<file path="src/rtl/alu_pkg.sv">
package alu_pkg;

    typedef enum logic [2:0] {
        OP_ADD_CHK  = 3'd0,
        OP_ADD_WRAP = 3'd1,
        OP_SUB_CHK  = 3'd2,
        OP_SUB_WRAP = 3'd3,
        OP_LT_S     = 3'd4,
        OP_LT_U     = 3'd5
    } alu_op_e;

    typedef enum logic [1:0] {
        BSRC_REG  = 2'd0,
        BSRC_SEXT = 2'd1,
        BSRC_ZEXT = 2'd2,
        BSRC_REG2 = 2'd3
    } bsrc_e;

endpackage

</file>
<file path="src/rtl/alu_operand_sel.sv">
module alu_operand_sel #(
    parameter int DATA_W = 32,
    parameter int IMM_W  = 16
) (
    input  logic [DATA_W-1:0] rt_i,
    input  logic [IMM_W-1:0]  imm_i,
    input  logic [1:0]        bsrc_i,
    input  logic              force_reg_i,
    output logic [DATA_W-1:0] b_o
);
    import alu_pkg::*;

    localparam int FILL_W = DATA_W - IMM_W;

    logic [DATA_W-1:0] imm_sext;
    logic [DATA_W-1:0] imm_zext;

    generate
        if (FILL_W > 0) begin : g_widen
            assign imm_sext = {{FILL_W{imm_i[IMM_W-1]}}, imm_i};
            assign imm_zext = {{FILL_W{1'b0}}, imm_i};
        end else begin : g_narrow
            assign imm_sext = imm_i[DATA_W-1:0];
            assign imm_zext = imm_i[DATA_W-1:0];
        end
    endgenerate

    always_comb begin
        if (force_reg_i) begin
            b_o = rt_i;
        end else begin
            case (bsrc_e'(bsrc_i))
                BSRC_SEXT: b_o = imm_sext;
                BSRC_ZEXT: b_o = imm_zext;
                default:   b_o = rt_i;
            endcase
        end
    end

endmodule

</file>
<file path="src/rtl/alu_addsub.sv">
module alu_addsub #(
    parameter int DATA_W = 32
) (
    input  logic [DATA_W-1:0] a_i,
    input  logic [DATA_W-1:0] b_i,
    input  logic              sub_i,
    input  logic              checked_i,
    output logic [DATA_W-1:0] sum_o,
    output logic              ovf_o
);
    localparam int MSB = DATA_W - 1;

    logic [DATA_W-1:0] b_eff;
    logic [DATA_W:0]   wide;

    always_comb begin
        b_eff = sub_i ? ~b_i : b_i;
        wide  = {1'b0, a_i} + {1'b0, b_eff} + {{DATA_W{1'b0}}, sub_i};
        sum_o = wide[MSB:0];
        ovf_o = checked_i && (a_i[MSB] == b_eff[MSB]) && (sum_o[MSB] != a_i[MSB]);
    end

endmodule

</file>
<file path="src/rtl/alu_compare.sv">
module alu_compare #(
    parameter int DATA_W = 32
) (
    input  logic [DATA_W-1:0] a_i,
    input  logic [DATA_W-1:0] b_i,
    input  logic              signed_i,
    output logic              lt_o
);
    localparam int MSB = DATA_W - 1;

    logic [DATA_W:0] diff;
    logic            borrow;

    always_comb begin
        diff   = {1'b0, a_i} - {1'b0, b_i};
        borrow = diff[DATA_W];
        if (signed_i && (a_i[MSB] != b_i[MSB])) begin
            lt_o = a_i[MSB];
        end else begin
            lt_o = borrow;
        end
    end

endmodule

</file>
<file path="src/rtl/int_exec_unit.sv">
module int_exec_unit #(
    parameter int DATA_W = 32,
    parameter int IMM_W  = 16
) (
    input  logic              clk,
    input  logic              rst_n,
    input  logic [2:0]        op_i,
    input  logic [1:0]        bsrc_i,
    input  logic [DATA_W-1:0] rs_i,
    input  logic [DATA_W-1:0] rt_i,
    input  logic [IMM_W-1:0]  imm_i,
    output logic [DATA_W-1:0] result_o,
    output logic              ovf_o
);
    import alu_pkg::*;

    typedef struct packed {
        logic [DATA_W-1:0] result;
        logic              ovf;
    } out_t;

    out_t out_d, out_q;

    alu_op_e           op;
    logic              is_sub;
    logic              is_chk;
    logic [DATA_W-1:0] b_val;
    logic [DATA_W-1:0] arith;
    logic              arith_ovf;
    logic              lt;

    assign op     = alu_op_e'(op_i);
    assign is_sub = (op == OP_SUB_CHK) || (op == OP_SUB_WRAP);
    assign is_chk = (op == OP_ADD_CHK) || (op == OP_SUB_CHK);

    alu_operand_sel #(.DATA_W(DATA_W), .IMM_W(IMM_W)) i_opsel (
        .rt_i       (rt_i),
        .imm_i      (imm_i),
        .bsrc_i     (bsrc_i),
        .force_reg_i(is_sub),
        .b_o        (b_val)
    );

    alu_addsub #(.DATA_W(DATA_W)) i_addsub (
        .a_i      (rs_i),
        .b_i      (b_val),
        .sub_i    (is_sub),
        .checked_i(is_chk),
        .sum_o    (arith),
        .ovf_o    (arith_ovf)
    );

    alu_compare #(.DATA_W(DATA_W)) i_cmp (
        .a_i     (rs_i),
        .b_i     (b_val),
        .signed_i(op == OP_LT_S),
        .lt_o    (lt)
    );

    always_comb begin
        out_d = '0;
        case (op)
            OP_ADD_CHK, OP_ADD_WRAP, OP_SUB_CHK, OP_SUB_WRAP: begin
                out_d.result = arith;
                out_d.ovf    = arith_ovf;
            end
            OP_LT_S, OP_LT_U: begin
                out_d.result = {{(DATA_W-1){1'b0}}, lt};
            end
            default: out_d = '0;
        endcase
    end

    always_ff @(posedge clk or negedge rst_n) begin
        if (!rst_n) begin
            out_q <= '0;
        end else begin
            out_q <= out_d;
        end
    end

    assign result_o = out_q.result;
    assign ovf_o    = out_q.ovf;

    a_r3_no_overflow: assert property (@(posedge clk) disable iff (!rst_n)
        (op_i == 3'd1) |=> !ovf_o);

    a_r5_wrap_sub_no_overflow: assert property (@(posedge clk) disable iff (!rst_n)
        (op_i == 3'd3) |=> !ovf_o);

    a_r4_mixed_sign_add: assert property (@(posedge clk) disable iff (!rst_n)
        (op_i == 3'd0 && bsrc_i == 2'd0 && rs_i[DATA_W-1] != rt_i[DATA_W-1]) |=> !ovf_o);

    a_r7_compare_word: assert property (@(posedge clk) disable iff (!rst_n)
        (op_i == 3'd4 || op_i == 3'd5) |=> (result_o[DATA_W-1:1] == '0 && !ovf_o));

    a_r11_unused_code: assert property (@(posedge clk) disable iff (!rst_n)
        (op_i == 3'd6 || op_i == 3'd7) |=> (result_o == '0 && !ovf_o));

    a_r1_reset_clear: assert property (@(posedge clk)
        !rst_n |-> (result_o == '0 && !ovf_o));

endmodule

</file>
<file path="config.mk">
export PLATFORM = sky130hd
export DESIGN_NAME = int_exec_unit
export DESIGN_NICKNAME = d
export VERILOG_FILES = /design/src/rtl/alu_pkg.sv /design/src/rtl/alu_operand_sel.sv /design/src/rtl/alu_addsub.sv /design/src/rtl/alu_compare.sv /design/src/rtl/int_exec_unit.sv
export SDC_FILE = /design/constraint.sdc
export NUM_CORES = 1
export LEC_CHECK = 0
export BUFFER_PORTS_ARGS = -buffer_cell sky130_fd_sc_hd__buf_2
export CAP_MARGIN = 20
export CORE_ASPECT_RATIO = 0.5
export CORE_MARGIN = 2
export CORE_UTILIZATION = 50
export DETAILED_ROUTE_END_ITERATION = 10
export PLACE_DENSITY_LB_ADDON = 0.25
export SYNTH_ARGS = -nofsm -noshare
export SYNTH_HDL_FRONTEND = slang
export SYNTH_SLANG_ARGS = --single-unit
</file>
<file path="constraint.sdc">
create_clock -name clk -period 1 [get_ports clk]
set_input_delay 0.1 -clock clk [delete_from_list [all_inputs] [get_ports clk]]
set_output_delay 0.1 -clock clk [all_outputs]
set_load 0.02 [all_outputs]
</file>
# After elaboration in Yosys (flattened, before gate mapping)
# Index checks and enable logic that the tools add are counted.
word_totals:
  ff_bits: 33
  output_inout_bits: 33
  wordCells: 30
op_classes:
  add_sub_neg: 3
  n_eq_ne: 10
  n_mux: 6
  bitwise: 1
  n_reduce_logical: 8
op_table:
  columns: ["operator", "n"]
  rows:
  - ["32-bit one-hot mux with 2 select lines", 2]
  - ["32-bit two-way mux", 2]
  - ["32-bit by 32-bit subtractor with 33-bit output", 1]
  - ["32-bit by 1-bit adder with 32-bit output", 1]
  - ["32-bit adder", 1]
  - ["32-bit inverter", 1]
  - ["3-bit by 2-bit equality test with 1-bit output, second input constant", 2]
  - ["3-bit equality test, second input constant", 2]
  - ["4-bit OR reduction", 1]
  - ["3-bit by 1-bit equality test with 1-bit output, second input constant", 1]
  - ["1-bit logical AND", 3]
  - ["3-bit zero test", 1]
  - ["2-bit by 1-bit equality test with 1-bit output, second input constant", 1]
  - ["2-bit equality test, second input constant", 1]
  - ["1-bit logical OR", 2]
  - ["1-bit two-way mux", 2]
  - ["1-bit != test", 2]
  - ["2-bit OR reduction", 1]
  - ["1-bit equality test", 1]

# Logic depth before layout (Yosys ltp)
# Gate-level depths: netlist of the first run.
depth:
  ltp_word: 10
  depth_mapped: 17
  mapped_depth_nobuf: 15

# By module
# Synthesis of the first run repeated with hierarchy kept, for this count alone.
hier_totals:
  hier_cells: 553
  area_unflattened_um2: 4439.3
modules_own_cells:
  columns: ["module", "n_inst", "cells_each", "area_each_um2", "seq_area_each_um2"]
  rows:
  - ["alu_addsub", 1, 287, 2054.5, 0.0]
  - ["int_exec_unit", 1, 74, 1088.5, 825.8]
  - ["alu_compare", 1, 112, 803.3, 0.0]
  - ["alu_operand_sel", 1, 80, 493.0, 0.0]

# Least setup slack after synthesis of the first run
# No wires, ideal clock.
synth_path:
  path_type: "input to register"
  start: "in bsrc_i[0]"
  end: "reg out_q (netlist bit result_o[29])"
  arrival_time_ns: 3.368
  required_time_ns: 0.872
  setup_slack_ns: -2.496
  cell_stages: 15
  cell_sequence: "inv_1 ha_1 o21ba_2 clkbuf_1 a221oi_1 a21oi_1 ha_1 o21ai_0 a21oi_1 o21ai_0 or4_4 a21oi_1 o41a_2 a221oi_2 mux2_1"
synth_rtl:
  columns: ["item", "line", "text"]
  rows:
  - ["start, declared", "int_exec_unit.sv:8", "input logic [1:0] bsrc_i,"]
  - ["end signal, assigned", "int_exec_unit.sv:78", "out_q <= out_d;"]
  - ["end, declared", "int_exec_unit.sv:22", "out_t out_d, out_q;"]

==> reports/metrics.cfg, run 1 <==
[layout]
drive_gt1_share_pct = 51.6
regArea_um2 = 826
n_fill_cell = 345
multiInputGateArea_um2 = 3800
instances_no_fill = 945
syn2layout_area_growth_pct = 72.3
nets = 981
post-route-util_pct = 89.7
design_area_um2 = 7260

[timing]
max_slew.worst_pin.slew_ns = 0.630
max_slew_margin_pct = 58.0
rsz0062_at_grt = true
tns_ns = -58.99
min_period_ns = 3.20
fin_hold_ws_ns = 0.233
fmax_ghz = 0.313
period_share_pct = 320
setup_slack_ns = -2.20
slew_viol_final = 0
setup_violations = 33
hold_viol_final = 0

[logic_synthesis]
synth_area_um2 = 4210
synth_nets = 677
yosys.area.top_type_share_pct = 19.6
synth.area.top_cells = dfrtp_1 (20%), ha_1 (19%), a21oi_1 (6.3%)
synth.avg_cell_area_um2 = 8.01
ys_types = 59
syn_inst = 526
synth-edff-count = 0
ys_seq_elements = 33
async_flop_share_pct = 100
synth_seq_area_share_pct = 19.6
yosys_warnings = 0
ys.flop_type = dfrtp_1
synth_top_area_cell = dfrtp_1

[route]
route.detailed.drc = 0
firstDrtPassIters = 8
drt_iter0_drc = 1122
totalWireLength_mm = 24.8
vias = 6879
viasPerCell = 7.28
wire_per_inst_um = 26.2
ant_nets = 0

[placement]
placed_cells = 903
io_buffers = 119
placed_area_um2 = 6300
gp_congestion = 0.925
dp_hpwl_mm = 11.8

[global_routing]
grt.total_usage_pct = 41.4
antenna_found_initial = 1
grt_max_degree = 44
grt_overflow = 0
grt_pass1_wl_mm = 29.6
grt_pass1_vias = 6010

[hold_path]
min_from = op_i[0]
hold_path_end = ovf_o$_DFF_PN0_
hp-class = in2reg
worstHoldPathCells = 5

[run_status]
failed_checks = negative setup slack
status = complete, but fails checks

[power_and_ir_drop]
irDropWorstVdd_v = 0.00105
power_leakage_nw = 3.55
p_per_area_nw_per_um2 = 1450

[setup_path]
endpoint_kind = flip-flop
crit_start = bsrc_i[0]
critPathArrivalTime_ns = 3.41
critical-path-slowest-cell = a221o_1
worstPathRequired_ns = 1.21
worstPathMaxFanout = 9
crit_path_cell_trace = buf_8 -> inv_8 -> ha_4 -> buf_4 -> a21oi_1 -> or2_4 -> buf_12 -> buf_4 -> o22ai_1 -> ha_1 -> a21o_1 -> a21o_1 -> o21a_1 -> o31a_1 -> a221o_1 -> nor3_1
path_class = in2reg
slowest_delay_ns = 0.38
crit_path_start_kind = input port

[clock_tree]
cts_max_path_buffers = 2
path_clk_slew_ns = 0.07
cts-htree-levels = 2
cts_tree = done
root_buffer = clkbuf_16
clock_sinks = 33
cts_buffers = 5

[flow_run]
max_cap_viol_count = 0

[die]
die_height_um = 68.9
coreArea_um2 = 8090
num_io_pins = 120
start_util_pct = 52.1
fp.dieArea_um2 = 9220
die_w_um = 134
num_rows = 23

==> layout make-up <==
cell class | instances | area share (%)
Clock inverter | 3 | 0.897
Inverter | 15 | 0.879
Tap cell | 112 | 1.93
Clock buffer | 5 | 1.72
Timing Repair Buffer | 321 | 30.7
Multi-Input combinational cell | 454 | 52.4
Sequential cell | 33 | 11.4
Antenna cell | 2 | 0.0690
==> logic make-up (layout without fill, tap and decap cells) <==
family          count (synthesis)  after routing  synth area share (%)
compound gates                219            221                  34.7
xor+xnor                       16             16                  3.33
fa+ha+maj                      64             64                  19.2
buf+inv                        41            344                  3.77
flops                          33             33                  19.6
mux                             2              2                 0.535
other cells                     0              2                     0
simple gates                  151            151                  18.9
==> report_power, final <==
group          total, mW  internal [mW]  switching (mW)  leakage [nW]
logic               6.65           2.95            3.70          3.03
clock network       2.20           1.43           0.771        0.0938
registers           1.68           1.59          0.0892         0.424
==> flip-flops by register name (all words and copies together) (netlist names) <==
signal and cells:
ovf_o 1, result_o 32
==> cell usage in the layout (no fill, tap or decap), types with 14 or more instances in the layout <==
master,n
buf_4,189
a32oi_1,15
nor2b_1,22
a21o_1,22
o21ai_0,28
buf_2,117
dfrtp_1,33
a21oi_1,38
o22ai_1,14
nand2_1,19
ha_1,57
nor2_1,35
==> worst max-delay path by stage <==
stage                                         to  cells past startpoint
after floorplan           result_o[29]$_DFF_PN0_                     15
after global placement    result_o[30]$_DFF_PN0_                     16
after detailed placement  result_o[30]$_DFF_PN0_                     16
after CTS                 result_o[29]$_DFF_PN0_                     15
after global routing      result_o[23]$_DFF_PN0_                     16
final                     result_o[26]$_DFF_PN0_                     16
==> cells in the mapped netlist (7+ instances only) <==
cell      number
ha_1          63
a21oi_1       53
o21ai_0       44
nor2_1        39
dfrtp_1       33
nand2_1       23
nor2b_1       23
a21o_1        22
clkbuf_1      18
a221oi_1      16
nand3_1       16
o22ai_1       16
a32oi_1       15
inv_1         15
nor3_1        11
xnor2_1       10
o21bai_1       8
a211oi_1       7
==> stage by stage <==
step / setup slack [ns] / power, mW
2_1_floorplan: -2.15 / 4.47
3_3_place_gp: -2.47 / 6.48
3_5_place_dp: -2.54 / 6.63
4_1_cts: -1.95 / 9.22
5_1_grt: -2.29 / 10.8
6_report: -2.20 / 10.5
==> critical path, delay by kind of cell <==
family	cells	cell delay, ns
compound gates	7	1.56
fa+ha+maj	2	0.64
buf+inv	5	0.63
simple gates	2	0.49
==> timing repair <==
action,4_1_cts,5_1_grt
hold buffers,1,0
endpoints found under the setup margin,33,33
gates cloned,2,0
buffers inserted,15,15
hold endpoints to repair,33,0
pin swaps,45,26
resized for setup,61,55
==> layer usage <==
| layer | part of all wire (%) | GRT usage, % | routed length, µm | up-vias |
|---|---|---|---|---|
| met1 | 34 | 47.6 | 8390 | 3099 |
| met3 | 15 | 9.14 | 3640 | 312 |
| met5 | 0 | 0 | 0 | - |
| met4 | 9.6 | 27.8 | 2380 | 0 |
| met2 | 42 | 72.2 | 10300 | 806 |
| li1 | - | - | - | 2662 |
Note: power is estimated with default switching activity, not from simulation.
==> run 2: changes to the inputs <==
--- a/config.mk
+++ b/config.mk
@@ -11,7 +11,9 @@
 export CORE_MARGIN = 2
 export CORE_UTILIZATION = 50
 export DETAILED_ROUTE_END_ITERATION = 10
+export MAX_ROUTING_LAYER = met4
 export PLACE_DENSITY_LB_ADDON = 0.25
+export SKIP_CTS_REPAIR_TIMING = 1
 export SYNTH_ARGS = -nofsm -noshare
 export SYNTH_HDL_FRONTEND = slang
 export SYNTH_SLANG_ARGS = --single-unit
==> reports/metrics.cfg, run 2 (synthesized netlist as in run 1, its figures left out) <==
[timing]
setup_slack_ns = -2.21  ; -0.00927 ns
hold_viol_final = 0  ; unchanged
rsz0062_at_grt = true
min_period_ns = 3.21  ; +0.00927 ns
slew_viol_final = 0  ; unchanged
fmax_ghz = 0.312  ; -0.29%
period_share_pct = 321  ; +0.93 points
max_slew.worst_pin.slew_ns = 0.618  ; -0.0126 ns
max_slew_margin_pct = 58.8  ; +0.84 points
setup_violations = 33  ; unchanged
fin_hold_ws_ns = 0.266  ; +0.0331 ns

[placement]
io_buffers = 119  ; unchanged
dp_hpwl_mm = 12.1  ; +2.6%
gp_congestion = 0.914  ; -1.3%

[run_status]
failed_checks = negative setup slack
status = complete, but fails checks

[setup_path]
endpoint_kind = flip-flop
critPathArrivalTime_ns = 3.42  ; about the same
critical-path-slowest-cell = or4_4
slowest_delay_ns = 0.59  ; +0.21 ns
worstPathMaxFanout = 7  ; -2
crit_path_start_kind = input port
crit_path_cell_trace = buf_12 -> inv_8 -> ha_4 -> o21ba_4 -> a221oi_1 -> a21oi_1 -> ha_1 -> nand2_1 -> a21oi_2 -> o21ai_2 -> or4_4 -> a211oi_4 -> buf_4 -> o21ai_4 -> a21o_1 -> a21oi_2
worstPathRequired_ns = 1.22  ; about the same
cpMostUsedCell = a21oi_2
path_class = in2reg

[layout]
final_cell_mix = buf_4 (178), buf_2 (117), ha_1 (57)
syn2layout_area_growth_pct = 69.0
n_antenna_cell = 0  ; -2
final_common_cell = buf_4
largest_register_ffs = 32  ; unchanged
nets = 972  ; -0.92%
post-route-util_pct = 88.0  ; -1.7 points
drive_gt1_share_pct = 50.2  ; -1.4 points

[die]
start_util_pct = 52.1  ; unchanged
die_height_um = 68.9  ; unchanged
coreArea_um2 = 8090  ; unchanged
num_io_pins = 120  ; unchanged
fp.dieArea_um2 = 9220  ; unchanged
num_rows = 23  ; unchanged
die_w_um = 134  ; unchanged

[global_routing]
grt_pass1_wl_mm = 25.0  ; -16%
grt_max_degree = 44  ; unchanged
antenna_found_initial = 0  ; -1
grt.total_usage_pct = 35.5  ; -5.9 points
grt_overflow = 0  ; unchanged
grt_pass1_vias = 5420  ; -9.8%

[route]
drt_iter0_drc = 813  ; -28%
firstDrtPassIters = 8  ; unchanged
ant_nets = 0  ; unchanged
viasPerCell = 6.82  ; -6.3%
vias = 6373  ; -7.4%
totalWireLength_mm = 21.1  ; -15%
wire_per_inst_um = 22.6  ; -14%
route.detailed.drc = 0  ; unchanged

[hold_path]
hp-class = in2reg
worstHoldPathCells = 5  ; unchanged
hold_path_end = ovf_o$_DFF_PN0_
min_from = op_i[0]

[power_and_ir_drop]
p_per_area_nw_per_um2 = 1410  ; -3.1%
irDropWorstVdd_v = 0.000913  ; -13%
power_leakage_nw = 3.48  ; -2.0%

[clock_tree]
clock_sinks = 33  ; unchanged
path_clk_slew_ns = 0.06  ; about the same
cts_max_path_buffers = 2  ; unchanged
cts_buffers = 5  ; unchanged
cts_tree = done
cts-htree-levels = 2  ; unchanged
root_buffer = clkbuf_16

[flow_run]
max_cap_viol_count = 0  ; unchanged

-- run 2: through the flow --
stage / power [mW] / cells / area [µm²] / TNS [ns] / setup WS [ns]
4_1_cts: 8.79 / 910 / 6470 / -58.26 / -2.25
6_report: 10.0 / 934 / 7120 / -58.32 / -2.21
5_1_grt: 10.4 / 934 / 7120 / -62.15 / -2.34
3_5_place_dp: 6.63 / 902 / 6280 / -67.45 / -2.55
3_3_place_gp: 6.48 / 902 / 6280 / -64.60 / -2.44
2_1_floorplan: 4.47 / 526 / 4370 / -51.79 / -2.15
-- run 2: report_power, final --
| part | switching [mW] | internal, mW | total (mW) |
|---|---|---|---|
| clock network | 0.703 | 1.43 | 2.13 |
| logic | 3.39 | 2.81 | 6.20 |
| registers | 0.0864 | 1.59 | 1.68 |
-- run 2: worst max-delay path by stage --
| stage | start | to | cells after the start |
|---|---|---|---|
| after global placement | bsrc_i[0] | result_o[30]$_DFF_PN0_ | 16 |
| final | bsrc_i[0] | result_o[23]$_DFF_PN0_ | 16 |
| after floorplan | bsrc_i[0] | result_o[29]$_DFF_PN0_ | 15 |
| after global routing | bsrc_i[0] | result_o[23]$_DFF_PN0_ | 16 |
| after CTS | bsrc_i[0] | result_o[30]$_DFF_PN0_ | 16 |
| after detailed placement | bsrc_i[0] | result_o[30]$_DFF_PN0_ | 16 |
-- run 2: metal layers --
| metal | GRT usage (%) | up-vias | routed length, µm |
|---|---|---|---|
| li1 | - | 2644 | - |
| met3 | 4.68 | 215 | 2380 |
| met2 | 64.7 | 592 | 9560 |
| met5 | - | - | 0 |
| met1 | 41.5 | 2922 | 7580 |
| met4 | 12.8 | 0 | 1620 |
-- run 2: critical path, delay by kind of cell --
kind                     cells  cell delay, ns
AND/OR/NAND/NOR              2            0.72
adder cells (fa/ha/maj)      2            0.73
AO/OA/AOI/OAI                9            1.57
buffers and inverters        3            0.31
-- run 2: final cells by class --
type	instances	area [µm²]
multi-input cells	454	3720
repair buffers	312	2180
fillers	383	967
flip-flops and latches	33	826
well taps	112	140
clock buffers	5	125
clock inverters	3	65.1
inverters	15	63.8
==> run 3: changes to the inputs <==
--- a/config.mk
+++ b/config.mk
@@ -9,10 +9,11 @@
 export CAP_MARGIN = 20
 export CORE_ASPECT_RATIO = 0.5
 export CORE_MARGIN = 2
-export CORE_UTILIZATION = 50
+export CORE_UTILIZATION = 55
 export DETAILED_ROUTE_END_ITERATION = 10
+export HOLD_SLACK_MARGIN = 0.1
 export MAX_ROUTING_LAYER = met4
-export PLACE_DENSITY_LB_ADDON = 0.25
+export PLACE_DENSITY = 0.8
 export SKIP_CTS_REPAIR_TIMING = 1
 export SYNTH_ARGS = -nofsm -noshare
 export SYNTH_HDL_FRONTEND = slang
==> reports/metrics.cfg, run 3 <==
[logic_synthesis]
synthSimpleGateAreaFrac_pct = 18.9  ; unchanged
synth_top_family_by_area = compound AO/OA/AOI/OAI gates
ys_types = 59  ; unchanged
ys.flop_type = dfrtp_1
synth_area_um2 = 4210  ; unchanged
yosys_warnings = 0  ; unchanged
synth_most_common_cell = ha_1
synth_nets = 677  ; unchanged
ys_top_cells_by_count = ha_1 (63), a21oi_1 (53), o21ai_0 (44)
synth.avg_cell_area_um2 = 8.01  ; unchanged
synth_compound_area_share_pct = 34.7  ; unchanged
synth-edff-count = 0  ; unchanged
ys_seq_elements = 33  ; unchanged
synth_top_area_cell = dfrtp_1
synth.area.top_cells = dfrtp_1 (20%), ha_1 (19%), a21oi_1 (6.3%)
synth_xor_area_share_pct = 3.33  ; unchanged
synthAdderAreaFrac_pct = 19.2  ; unchanged
synth_seq_area_share_pct = 19.6  ; unchanged
synthMuxAreaShare_pct = 0.535  ; unchanged
async_flop_share_pct = 100  ; unchanged
yosys.area.top_type_share_pct = 19.6  ; unchanged
syn_inst = 526  ; unchanged

[die]
die_height_um = 65.9  ; -4.4%
start_util_pct = 57.1  ; +5.0 points
num_io_pins = 120  ; unchanged
die_w_um = 128  ; -4.5%
num_rows = 22  ; -4.3%

[clock_tree]
root_buffer = clkbuf_16
cts-htree-levels = 2  ; unchanged
cts_max_path_buffers = 2  ; unchanged
cts_buffers = 5  ; unchanged
clock_sinks = 33  ; unchanged

[run_status]
status = aborted with a tool error
stop_stage = global routing
firstError = [ERROR GRT-0232] Routing congestion too high. Check the congestion heatmap in the GUI.

[placement]
gp_congestion = 0.959  ; +4.9%
io_buffers = 119  ; unchanged
placed_area_um2 = 6250  ; -0.60%
dp_hpwl_mm = 11.8  ; -2.7%

[global_routing]
grt.total_usage_pct = 70.1
grt_max_degree = 44
grt_overflow = 9

[timing]
postGrtWorstEndpoint = result_o[29]$_DFF_PN0_/D
worst_endpoint_kind = register data pin

==> run 3: cell counts after synthesis <==
No cell type changed its count.
==> run 3: stage by stage <==
stage | util (%) | setup TNS (ns) | setup slack, ns | std cells | hold WS, ns
after detailed placement | 84.7 | -67.12 | -2.60 | 882 | 0.0768
after CTS | 86.6 | -59.17 | -2.31 | 890 | -0.233
after floorplan | - | -51.79 | -2.15 | 526 | -0.196
after global placement | 84.7 | -64.66 | -2.47 | 882 | 0.0711
==> run 3: metal layers <==
metal | GRT overflow | global-route usage (%)
met3 | 0 | 45.7
met1 | 0 | 69.8
met4 | 3 | 68.8
met5 | - | -
met2 | 6 | 91.2
==> run 3: kinds of logic after synthesis <==
group,Yosys count
DFF,33
buffers and inverters,41
xor gates and xnor gates,16
adders and majority gates,64
muxes,2
AOI/OAI and AO/OA,219
and+or+nand+nor,151
==> run 4: changes to the inputs <==
--- a/config.mk
+++ b/config.mk
@@ -7,13 +7,10 @@
 export LEC_CHECK = 0
 export BUFFER_PORTS_ARGS = -buffer_cell sky130_fd_sc_hd__buf_2
 export CAP_MARGIN = 20
-export CORE_ASPECT_RATIO = 0.5
 export CORE_MARGIN = 2
-export CORE_UTILIZATION = 55
+export CORE_UTILIZATION = 40
 export DETAILED_ROUTE_END_ITERATION = 10
-export HOLD_SLACK_MARGIN = 0.1
-export MAX_ROUTING_LAYER = met4
-export PLACE_DENSITY = 0.8
+export PLACE_DENSITY_LB_ADDON = 0.15
 export SKIP_CTS_REPAIR_TIMING = 1
 export SYNTH_ARGS = -nofsm -noshare
 export SYNTH_HDL_FRONTEND = slang
==> reports/metrics.cfg, run 4 (synthesized netlist as in run 1, its figures left out) <==
[die]
num_io_pins = 120  ; unchanged
coreArea_um2 = 10300
fp.dieArea_um2 = 11400
die_w_um = 107  ; -17%
num_rows = 37  ; +68%
die_height_um = 107  ; +62%
start_util_pct = 41.0  ; -16 points

[placement]
placed_cells = 951  ; +7.8%
dp_hpwl_mm = 12.9  ; +10%
gp_congestion = 0.998  ; +4.1%
io_buffers = 119  ; unchanged
placed_area_um2 = 6520  ; +4.3%

[clock_tree]
path_clk_slew_ns = 0.09
root_buffer = clkbuf_8
cts_max_path_buffers = 2  ; unchanged
cts_tree = done
cts_buffers = 5  ; unchanged
cts-htree-levels = 2  ; unchanged
clock_sinks = 33  ; unchanged

[hold_path]
hold_path_end = ovf_o$_DFF_PN0_
worstHoldPathCells = 5
min_from = op_i[0]
hp-class = in2reg

[layout]
syn2layout_area_growth_pct = 75.6
drive_gt1_share_pct = 53.2
final_common_cell = buf_4
nets = 992
final_cell_mix = buf_4 (188), buf_2 (115), ha_1 (59)
n_antenna_cell = 0
design_area_um2 = 7400
largest_register_ffs = 32
post-route-util_pct = 72.0
instances_no_fill = 978

[timing]
hold_viol_final = 0
period_share_pct = 309
max_slew.worst_pin.slew_ns = 0.431
setup_violations = 33
min_period_ns = 3.09
fmax_ghz = 0.323
tns_ns = -52.91
rsz0062_at_grt = true
slew_viol_final = 0
max_slew_margin_pct = 71.1
setup_slack_ns = -2.09

[route]
wire_per_inst_um = 17.7
drt_iter0_drc = 353
ant_nets = 0
route.detailed.drc = 0
totalWireLength_mm = 17.3
vias = 5523
firstDrtPassIters = 5
viasPerCell = 5.65

[global_routing]
grt_pass1_wl_mm = 25.2
grt.total_usage_pct = 27.7
grt_overflow = 0
antenna_found_initial = 0
grt_max_degree = 45
grt_pass1_vias = 5092

[setup_path]
worstPathRequired_ns = 1.21
endpoint_kind = flip-flop
worstPathMaxFanout = 5
crit_path_start_kind = input port
critPathArrivalTime_ns = 3.31
path_class = in2reg

[flow_run]
max_cap_viol_count = 0

[power_and_ir_drop]
p_per_area_nw_per_um2 = 1220
power_leakage_nw = 3.58
irDropWorstVdd_v = 0.000794

[run_status]
status = complete, but fails checks
failed_checks = negative setup slack

## run 4: report_power, final
group          internal (mW)  switching (mW)  leakage, nW
Clock                  0.486           0.632       0.0450
Combinational           3.07            3.20         3.11
Sequential              1.58          0.0677        0.424
Total                   5.14            3.90         3.58
## run 4: worst max-delay path, stage by stage
cell	delay [ns]
buf_8	0.10
inv_8	0.03
ha_4	0.30
o21ba_4	0.21
buf_6	0.14
a221oi_2	0.22
a21oi_1	0.08
ha_1	0.36
a21oi_2	0.09
o311ai_1	0.39
nand3_1	0.24
buf_4	0.21
a211oi_4	0.31
buf_4	0.19
o21ai_2	0.05
a21o_1	0.17
a21oi_2	0.12
## run 4: worst max-delay path by stage
stage,startpoint,end,slack [ns],cells after the start
after floorplan,bsrc_i[0],result_o[29]$_DFF_PN0_,-2.15,15
after CTS,bsrc_i[0],result_o[31]$_DFF_PN0_,-2.23,16
after global routing,bsrc_i[0],result_o[23]$_DFF_PN0_,-2.18,17
after global placement,bsrc_i[0],result_o[0]$_DFF_PN0_,-2.48,18
final,bsrc_i[0],result_o[23]$_DFF_PN0_,-2.09,17
after detailed placement,bsrc_i[0],ovf_o$_DFF_PN0_,-2.53,15
## run 4: through the flow
stage                     worst slack, ns  hold WS (ns)  power (mW)
final                               -2.09         0.264        9.04
after detailed placement            -2.53        0.0770        6.86
after CTS                           -2.23        -0.251        8.01
after global routing                -2.18         0.282        9.59
after global placement              -2.48        0.0701        6.78
after floorplan                     -2.15        -0.196        4.47
## run 4: area by class of cell
class | count | area (µm²)
well taps | 136 | 170
flip-flops and latches | 33 | 826
multi-input cells | 454 | 3890
clock inverters | 2 | 10.0
fillers | 846 | 2880
clock buffers | 6 | 72.6
inverters | 15 | 63.8
repair buffers | 332 | 2360
## run 4: metal layers
layer  vias to the layer above  track usage (%)  share of wire (%)
met2                       197             43.3                 45
li1                       2685                -                  -
met3                        24             2.92                5.6
met5                         -                0                  0
met4                         0             4.55                1.3
met1                      2617             41.8                 48
